**config.mk**
```make
export PLATFORM = sky130hd
export DESIGN_NAME = irq_arbiter
export DESIGN_NICKNAME = d
export VERILOG_FILES = /design/src/rtl/irq_arb_pkg.sv /design/src/rtl/irq_edge_sync.sv /design/src/rtl/irq_pend_bank.sv /design/src/rtl/irq_prio_pick.sv /design/src/rtl/irq_svc_track.sv /design/src/rtl/irq_arbiter.sv
export SDC_FILE = /design/constraint.sdc
export NUM_CORES = 1
export LEC_CHECK = 0
export BUFFER_PORTS_ARGS = -buffer_cell sky130_fd_sc_hd__buf_2
export CAP_MARGIN = 5
export CORE_ASPECT_RATIO = 0.9
export CORE_MARGIN = 3
export CORE_UTILIZATION = 50
export CTS_BUF_LIST = sky130_fd_sc_hd__clkbuf_2
export DETAILED_ROUTE_END_ITERATION = 8
export GPL_ROUTABILITY_DRIVEN = 0
export GPL_TIMING_DRIVEN = 0
export PLACE_DENSITY = 0.74
export SYNTH_ARGS = -nofsm -noshare
export SYNTH_HDL_FRONTEND = slang
export SYNTH_SLANG_ARGS = --single-unit
```
**constraint.sdc**
```tcl
create_clock -name clk -period 1.45 [get_ports clk]
set_clock_uncertainty 0.05 [all_clocks]
set_input_delay 0.145 -clock clk [delete_from_list [all_inputs] [get_ports clk]]
set_output_delay 0.145 -clock clk [all_outputs]
set_load 0.02 [all_outputs]
```
**src/rtl/irq_arb_pkg.sv**
```systemverilog
package irq_arb_pkg;
  localparam int unsigned NSRC     = 5;
  localparam int unsigned VEC_W    = $clog2(NSRC);
  localparam int unsigned CFG_W    = NSRC + 1;
  localparam int unsigned GLOB_BIT = NSRC;
  localparam int unsigned NEXT     = 2;

  localparam int unsigned SRC_EXT0 = 0;
  localparam int unsigned SRC_TMR0 = 1;
  localparam int unsigned SRC_EXT1 = 2;
  localparam int unsigned SRC_TMR1 = 3;
  localparam int unsigned SRC_SER  = 4;

  typedef enum logic [1:0] {
    SEL_ENABLE = 2'd0,
    SEL_PRIO   = 2'd1,
    SEL_FORCE  = 2'd2,
    SEL_NONE   = 2'd3
  } cfg_sel_e;
endpackage

```
**src/rtl/irq_edge_sync.sv**
```systemverilog
module irq_edge_sync #(
  parameter int unsigned STAGES = 2
) (
  input  logic clk,
  input  logic rst,
  input  logic pin_n,
  output logic fall
);
  logic [STAGES:0] sh_q;

  always_ff @(posedge clk) begin
    if (rst) sh_q <= '1;
    else     sh_q <= {sh_q[STAGES-1:0], pin_n};
  end

  // previous synchronized level high, current synchronized level low
  assign fall = sh_q[STAGES] & ~sh_q[STAGES-1];
endmodule

```
**src/rtl/irq_pend_bank.sv**
```systemverilog
module irq_pend_bank #(
  parameter int unsigned N = 5,
  localparam int unsigned W = $clog2(N)
) (
  input  logic         clk,
  input  logic         rst,
  input  logic [N-1:0] hw_set,
  input  logic [N-1:0] sw_set,
  input  logic         clr_en,
  input  logic [W-1:0] clr_idx,
  output logic [N-1:0] pend
);
  logic [N-1:0] clr_mask;

  always_comb begin
    clr_mask = '0;
    if (clr_en) clr_mask = N'(1) << clr_idx;
  end

  // a new event in the same cycle as the clear wins
  always_ff @(posedge clk) begin
    if (rst) pend <= '0;
    else     pend <= (pend & ~clr_mask) | hw_set | sw_set;
  end
endmodule

```
**src/rtl/irq_prio_pick.sv**
```systemverilog
module irq_prio_pick #(
  parameter int unsigned N = 5,
  localparam int unsigned W = $clog2(N)
) (
  input  logic [N-1:0] cand,
  output logic         found,
  output logic [W-1:0] idx
);
  always_comb begin
    found = 1'b0;
    idx   = '0;
    for (int i = N - 1; i >= 0; i--) begin
      if (cand[i]) begin
        found = 1'b1;
        idx   = W'(i);
      end
    end
  end
endmodule

```
**src/rtl/irq_svc_track.sv**
```systemverilog
module irq_svc_track (
  input  logic       clk,
  input  logic       rst,
  input  logic       ack,
  input  logic       ack_hi,
  input  logic       reti,
  output logic [1:0] isr
);
  logic [1:0] isr_nxt;

  always_comb begin
    isr_nxt = isr;
    if (reti) begin
      if (isr_nxt[1]) isr_nxt[1] = 1'b0;
      else            isr_nxt[0] = 1'b0;
    end
    if (ack) begin
      if (ack_hi) isr_nxt[1] = 1'b1;
      else        isr_nxt[0] = 1'b1;
    end
  end

  always_ff @(posedge clk) begin
    if (rst) isr <= '0;
    else     isr <= isr_nxt;
  end
endmodule

```
**src/rtl/irq_arbiter.sv**
```systemverilog
module irq_arbiter
  import irq_arb_pkg::*;
#(
  parameter int unsigned SYNC_STAGES = 2
) (
  input  logic             clk,
  input  logic             rst,
  input  logic [NEXT-1:0]  ext_n,
  input  logic [1:0]       tmr_evt,
  input  logic             ser_evt,
  input  logic             cfg_we,
  input  logic [1:0]       cfg_sel,
  input  logic [CFG_W-1:0] cfg_wdata,
  input  logic             cpu_ack,
  input  logic             cpu_reti,
  output logic             irq_req,
  output logic [VEC_W-1:0] irq_vec,
  output logic             irq_hi
);
  localparam int unsigned EXT_SRC [NEXT] = '{SRC_EXT0, SRC_EXT1};

  logic [NEXT-1:0]  ext_fall;
  logic [NSRC-1:0]  hw_set, sw_set, pend;
  logic [NSRC-1:0]  en_q, prio_q;
  logic             glob_q;
  logic [1:0]       isr_q;
  logic [NSRC-1:0]  elig, hi_cand, lo_cand;
  logic             hi_found, lo_found;
  logic [VEC_W-1:0] hi_idx, lo_idx;
  logic             grant_ok, grant_hi;
  logic [VEC_W-1:0] grant_idx;
  logic             ack_ok;
  cfg_sel_e         sel;

  assign sel = cfg_sel_e'(cfg_sel);

  // external pins: synchronizer and falling-edge detect per pin
  for (genvar g = 0; g < NEXT; g++) begin : g_ext
    irq_edge_sync #(.STAGES(SYNC_STAGES)) u_sync (
      .clk   (clk),
      .rst   (rst),
      .pin_n (ext_n[g]),
      .fall  (ext_fall[g])
    );
  end

  always_comb begin
    hw_set = '0;
    for (int i = 0; i < NEXT; i++) hw_set[EXT_SRC[i]] = ext_fall[i];
    hw_set[SRC_TMR0] = tmr_evt[0];
    hw_set[SRC_TMR1] = tmr_evt[1];
    hw_set[SRC_SER]  = ser_evt;
  end

  assign sw_set = (cfg_we && sel == SEL_FORCE) ? cfg_wdata[NSRC-1:0] : '0;
  assign ack_ok = cpu_ack & irq_req;

  irq_pend_bank #(.N(NSRC)) u_pend (
    .clk     (clk),
    .rst     (rst),
    .hw_set  (hw_set),
    .sw_set  (sw_set),
    .clr_en  (ack_ok),
    .clr_idx (irq_vec),
    .pend    (pend)
  );

  // configuration registers
  always_ff @(posedge clk) begin
    if (rst) begin
      en_q   <= '0;
      glob_q <= 1'b0;
      prio_q <= '0;
    end else if (cfg_we) begin
      case (sel)
        SEL_ENABLE: begin
          en_q   <= cfg_wdata[NSRC-1:0];
          glob_q <= cfg_wdata[GLOB_BIT];
        end
        SEL_PRIO: prio_q <= cfg_wdata[NSRC-1:0];
        default: ;
      endcase
    end
  end

  irq_svc_track u_svc (
    .clk    (clk),
    .rst    (rst),
    .ack    (ack_ok),
    .ack_hi (irq_hi),
    .reti   (cpu_reti),
    .isr    (isr_q)
  );

  // arbitration: level first, then fixed scan order
  assign elig    = pend & en_q & {NSRC{glob_q}};
  assign hi_cand = elig & prio_q;
  assign lo_cand = elig & ~prio_q;

  irq_prio_pick #(.N(NSRC)) u_pick_hi (
    .cand (hi_cand), .found (hi_found), .idx (hi_idx)
  );
  irq_prio_pick #(.N(NSRC)) u_pick_lo (
    .cand (lo_cand), .found (lo_found), .idx (lo_idx)
  );

  always_comb begin
    grant_ok  = 1'b0;
    grant_hi  = 1'b0;
    grant_idx = '0;
    if (hi_found && !isr_q[1]) begin
      grant_ok  = 1'b1;
      grant_hi  = 1'b1;
      grant_idx = hi_idx;
    end else if (lo_found && isr_q == 2'b00) begin
      grant_ok  = 1'b1;
      grant_idx = lo_idx;
    end
  end

  // registered outputs; an acknowledge drops the request for one cycle
  always_ff @(posedge clk) begin
    if (rst) begin
      irq_req <= 1'b0;
      irq_vec <= '0;
      irq_hi  <= 1'b0;
    end else begin
      irq_req <= grant_ok & ~cpu_ack;
      irq_vec <= grant_idx;
      irq_hi  <= grant_hi;
    end
  end
endmodule

```
==> impl_results.html <==
<table>
<tr><th>Metric</th><th>Value</th></tr>
<tr><th colspan="2">Run status</th></tr>
<tr><td>Outcome</td><td>finished, final reports clean</td></tr>
<tr><th colspan="2">Timing</th></tr>
<tr><td>Post-layout minimum cycle time</td><td>1.40 ns</td></tr>
<tr><td>Least setup slack across all paths after layout</td><td>0.0484 ns</td></tr>
<tr><td>Max Clock Freq</td><td>713 MHz</td></tr>
<tr><td>Total of endpoints with negative setup slack in the final report</td><td>0</td></tr>
<tr><td>Count of final hold-check violations</td><td>0</td></tr>
<tr><td>Worst slew margin</td><td>67.4%</td></tr>
<tr><td>Worst Max-Slew Pin Slew</td><td>0.489 ns</td></tr>
<tr><td>Slew Viols, Final</td><td>0</td></tr>
<tr><td>Ratio of final minimum period to clock period</td><td>96.7%</td></tr>
<tr><td>RSZ-0062 raised after global routing</td><td>yes</td></tr>
<tr><td>Total negative slack for setup checks</td><td>0 ns</td></tr>
<tr><th colspan="2">Routing</th></tr>
<tr><td>Post-detailed-route via-to-cell ratio</td><td>5.62</td></tr>
<tr><td>Number of vias in the routed layout</td><td>1084</td></tr>
<tr><td>Sum of routed wire length over all layers</td><td>3.00 mm</td></tr>
<tr><td>Post-route DRC</td><td>0</td></tr>
<tr><td>Drt initial violations</td><td>36</td></tr>
<tr><td>Routed len/inst</td><td>15.5 um</td></tr>
<tr><td>Number of antenna-violating nets in the routed design</td><td>0</td></tr>
<tr><td>1st-pass router iterations</td><td>4</td></tr>
<tr><th colspan="2">Finish</th></tr>
<tr><td>Final cell utilization of the core</td><td>69.9%</td></tr>
<tr><td>Filler-free cell count of the finished design</td><td>193</td></tr>
<tr><td>Ant diodes</td><td>0</td></tr>
<tr><td>Area growth from synthesis to layout</td><td>28.5%</td></tr>
<tr><td>Ratio of cells with drive above 1 in the final layout</td><td>27.7%</td></tr>
<tr><td>Total Nets Final</td><td>183</td></tr>
<tr><th colspan="2">Die</th></tr>
<tr><td>Starting density of the core</td><td>54.4%</td></tr>
<tr><td>Chip Height</td><td>52.8 um</td></tr>
<tr><td>Top-Level Pins</td><td>23</td></tr>
<tr><td>Die width</td><td>58.0 um</td></tr>
<tr><td>Area of the core</td><td>2240 um2</td></tr>
<tr><td>Die area</td><td>3070 um2</td></tr>
<tr><td>Row cnt</td><td>16</td></tr>
<tr><th colspan="2">Critical path</th></tr>
<tr><td>R2R setup slack</td><td>0.05 ns</td></tr>
<tr><td>Critical-path maximum fanout</td><td>3</td></tr>
<tr><td>Endpoint class of the critical path</td><td>flip-flop</td></tr>
<tr><td>Data arrival at the endpoint of the critical path</td><td>1.61 ns</td></tr>
<tr><td>CP Data Required Time</td><td>1.66 ns</td></tr>
<tr><td>Crit path kind</td><td>reg2reg</td></tr>
<tr><td>Launching element type of the critical path</td><td>flip-flop</td></tr>
<tr><th colspan="2">Global route</th></tr>
<tr><td>Global-route wire length before repair</td><td>4.95 mm</td></tr>
<tr><td>Aggregate global routing overflow</td><td>0</td></tr>
<tr><td>Via count of the first global-routing pass</td><td>1049</td></tr>
<tr><td>Initial antenna violation count</td><td>0</td></tr>
<tr><td>Maximum number of pins on one net before global-route repair</td><td>11</td></tr>
<tr><td>GRT Overall Usage</td><td>22.8%</td></tr>
<tr><th colspan="2">Logic synthesis</th></tr>
<tr><td>Commonest register cell after synthesis</td><td>sky130_fd_sc_hd__dfxtp_1</td></tr>
<tr><td>Unique cell type count in the Yosys netlist</td><td>32</td></tr>
<tr><td>Avg Inst Size Synth</td><td>9.83 um2</td></tr>
<tr><td>List of most frequent post-synthesis cells</td><td>sky130_fd_sc_hd__dfxtp_1 (29), sky130_fd_sc_hd__nor2_1 (20), sky130_fd_sc_hd__mux2i_1 (12)</td></tr>
<tr><td>Share of async-settable or async-resettable flops after synthesis</td><td>0%</td></tr>
<tr><td>Number of flops mapped to enable cells by yosys</td><td>0</td></tr>
<tr><td>Biggest area contributors in the synthesized netlist</td><td>sky130_fd_sc_hd__dfxtp_1 (48%), sky130_fd_sc_hd__mux2i_1 (9.9%), sky130_fd_sc_hd__nor2_1 (6.2%), sky130_fd_sc_hd__and4b_1 (3.3%), sky130_fd_sc_hd__or2_2 (3.1%)</td></tr>
<tr><td>Fraction of synthesized cell area taken by the top area cell type</td><td>47.6%</td></tr>
<tr><td>Post-synthesis register bit count</td><td>29</td></tr>
<tr><td>Cells after Synth</td><td>124</td></tr>
<tr><td>Number of nets produced by synthesis</td><td>142</td></tr>
<tr><td>Most frequently used cell type in the post-synthesis netlist</td><td>sky130_fd_sc_hd__dfxtp_1</td></tr>
<tr><td>Post-synthesis cell area</td><td>1220 um2</td></tr>
<tr><td>Sequential fraction of the synthesis area</td><td>47.6%</td></tr>
<tr><td>Cell type with the largest total area after synthesis</td><td>sky130_fd_sc_hd__dfxtp_1</td></tr>
<tr><td>Yosys warnings</td><td>0</td></tr>
<tr><th colspan="2">Min path</th></tr>
<tr><td>Worst Hold Class</td><td>in2reg</td></tr>
<tr><th colspan="2">Power and ir drop</th></tr>
<tr><td>Pwr Density</td><td>992 nW/um2</td></tr>
<tr><td>Standby leakage power</td><td>0.695 nW</td></tr>
<tr><td>Peak supply drop</td><td>0.000975 V</td></tr>
<tr><th colspan="2">Clocking</th></tr>
<tr><td>Maximum count of clock buffers along a single path</td><td>2</td></tr>
<tr><td>Total number of H-tree levels</td><td>2</td></tr>
<tr><td>Inserted Clock Buffers</td><td>5</td></tr>
<tr><td>Root Buffer</td><td>sky130_fd_sc_hd__clkbuf_2</td></tr>
<tr><td>Insertion delay to the later sink of the worst-skew pair</td><td>0.37 ns</td></tr>
<tr><td>Clock transition at the register clock pins on the worst setup and hold paths after CTS</td><td>0.15 ns</td></tr>
<tr><td>CTS tree</td><td>done</td></tr>
<tr><td>Clock Sinks</td><td>29</td></tr>
<tr><th colspan="2">Job</th></tr>
<tr><td>Number of max-cap violations</td><td>0</td></tr>
<tr><th colspan="2">Place</th></tr>
<tr><td>Port Buf Inserts</td><td>22</td></tr>
<tr><td>Detailed Place HPWL</td><td>1.95 mm</td></tr>
<tr><td># placed instances</td><td>173</td></tr>
<tr><td>Worst setup timing slack at the placement stage</td><td>-0.0386 ns</td></tr>
</table>
[routing by layer]
layer	GRT usage (%)	wire length, um
met1	24.2	1260
met2	39.8	1460
met3	9.11	200
met4	9.65	81
met5	0	0
[path summary, 6_finish.rpt]
kind                                              start  cells past startpoint                 endpoint
worst min-delay path                           cpu_reti                      4             u_svc.isr[1]
worst min register to register  g_ext[0].u_sync.sh_q[0]                      1  g_ext[0].u_sync.sh_q[1]
worst max register to register                prio_q[2]                      4                  irq_req
worst max-delay path                          prio_q[2]                      4                  irq_req
[where the power goes]
part / total, W / switching [W] / internal [W]
combinational: 0.000135 / 0.0000611 / 0.0000742
sequential: 0.000845 / 0.0000211 / 0.000823
clock: 0.000574 / 0.000279 / 0.000294
total: 0.00155 / 0.000362 / 0.00119
[cell families after synthesis]
| kind of cell | count (synthesis) | share of synthesized area, % |
|---|---|---|
| compound gates | 20 | 11.5 |
| mux | 12 | 9.86 |
| simple gates | 56 | 28.2 |
| buf+inv | 7 | 2.77 |
| flops | 29 | 47.6 |
[what timing repair did]
item                                    CTS  global route
hold buffers                             13             0
setup buffers                             0             0
resized for setup                         1             8
endpoints found under the setup margin    1            23
endpoints found under the hold margin    17             0
pin swaps                                 0             5
cloned                                    0             0
[critical path, cell delays in order (launching register included)]
cell and delay [ns]:
sky130_fd_sc_hd__dfxtp_1 0.40, sky130_fd_sc_hd__and4b_1 0.25, sky130_fd_sc_hd__nor4_2 0.33, sky130_fd_sc_hd__a211o_1 0.19, sky130_fd_sc_hd__a211oi_2 0.06
[state kept, by name, indices dropped and copies added, names as in the netlist]
name,cells
u_svc.isr,2
g_ext.u_sync.sh_q,6
glob_q,1
irq_hi,1
prio_q,5
irq_req,1
irq_vec,3
u_pend.pend,5
en_q,5
[stage by stage]
step                      instance area, um2  total power (W)  hold slack (ns)
after floorplan                         1220         0.000918            0.168
after global placement                  1360         0.000962            0.279
after detailed placement                1360         0.000969            0.288
after CTS                               1560          0.00156           0.0394
after global routing                    1570          0.00161           0.0576
final                                   1570          0.00155           0.0389
[cell type report]
class                   count  area [um2]
plain buffers               3        13.8
multi-input cells          88         618
clock inverters             2        33.8
repair buffers             35         240
inverters                   3        11.3
fillers                   178         676
flip-flops and latches     29         586
well taps                  27        33.8
clock buffers               6        30.0
[placed cells by master (no fill, tap or decap), drive strengths merged, types with 2 or more instances in the layout]
cell type / instances
nand2: 4
nor3b: 3
and3b: 2
a21oi: 6
nor4: 2
nand3: 2
inv: 3
o21ai: 4
buf: 22
mux2i: 12
nor2: 20
nand3b: 2
clkbuf: 9
or2: 7
dlygate4sd3: 13
and4b: 4
nand2b: 2
dfxtp: 29
nor2b: 2
nand4: 5
a21o: 2
a221oi: 2
Power figures use the tool's default switching activity.
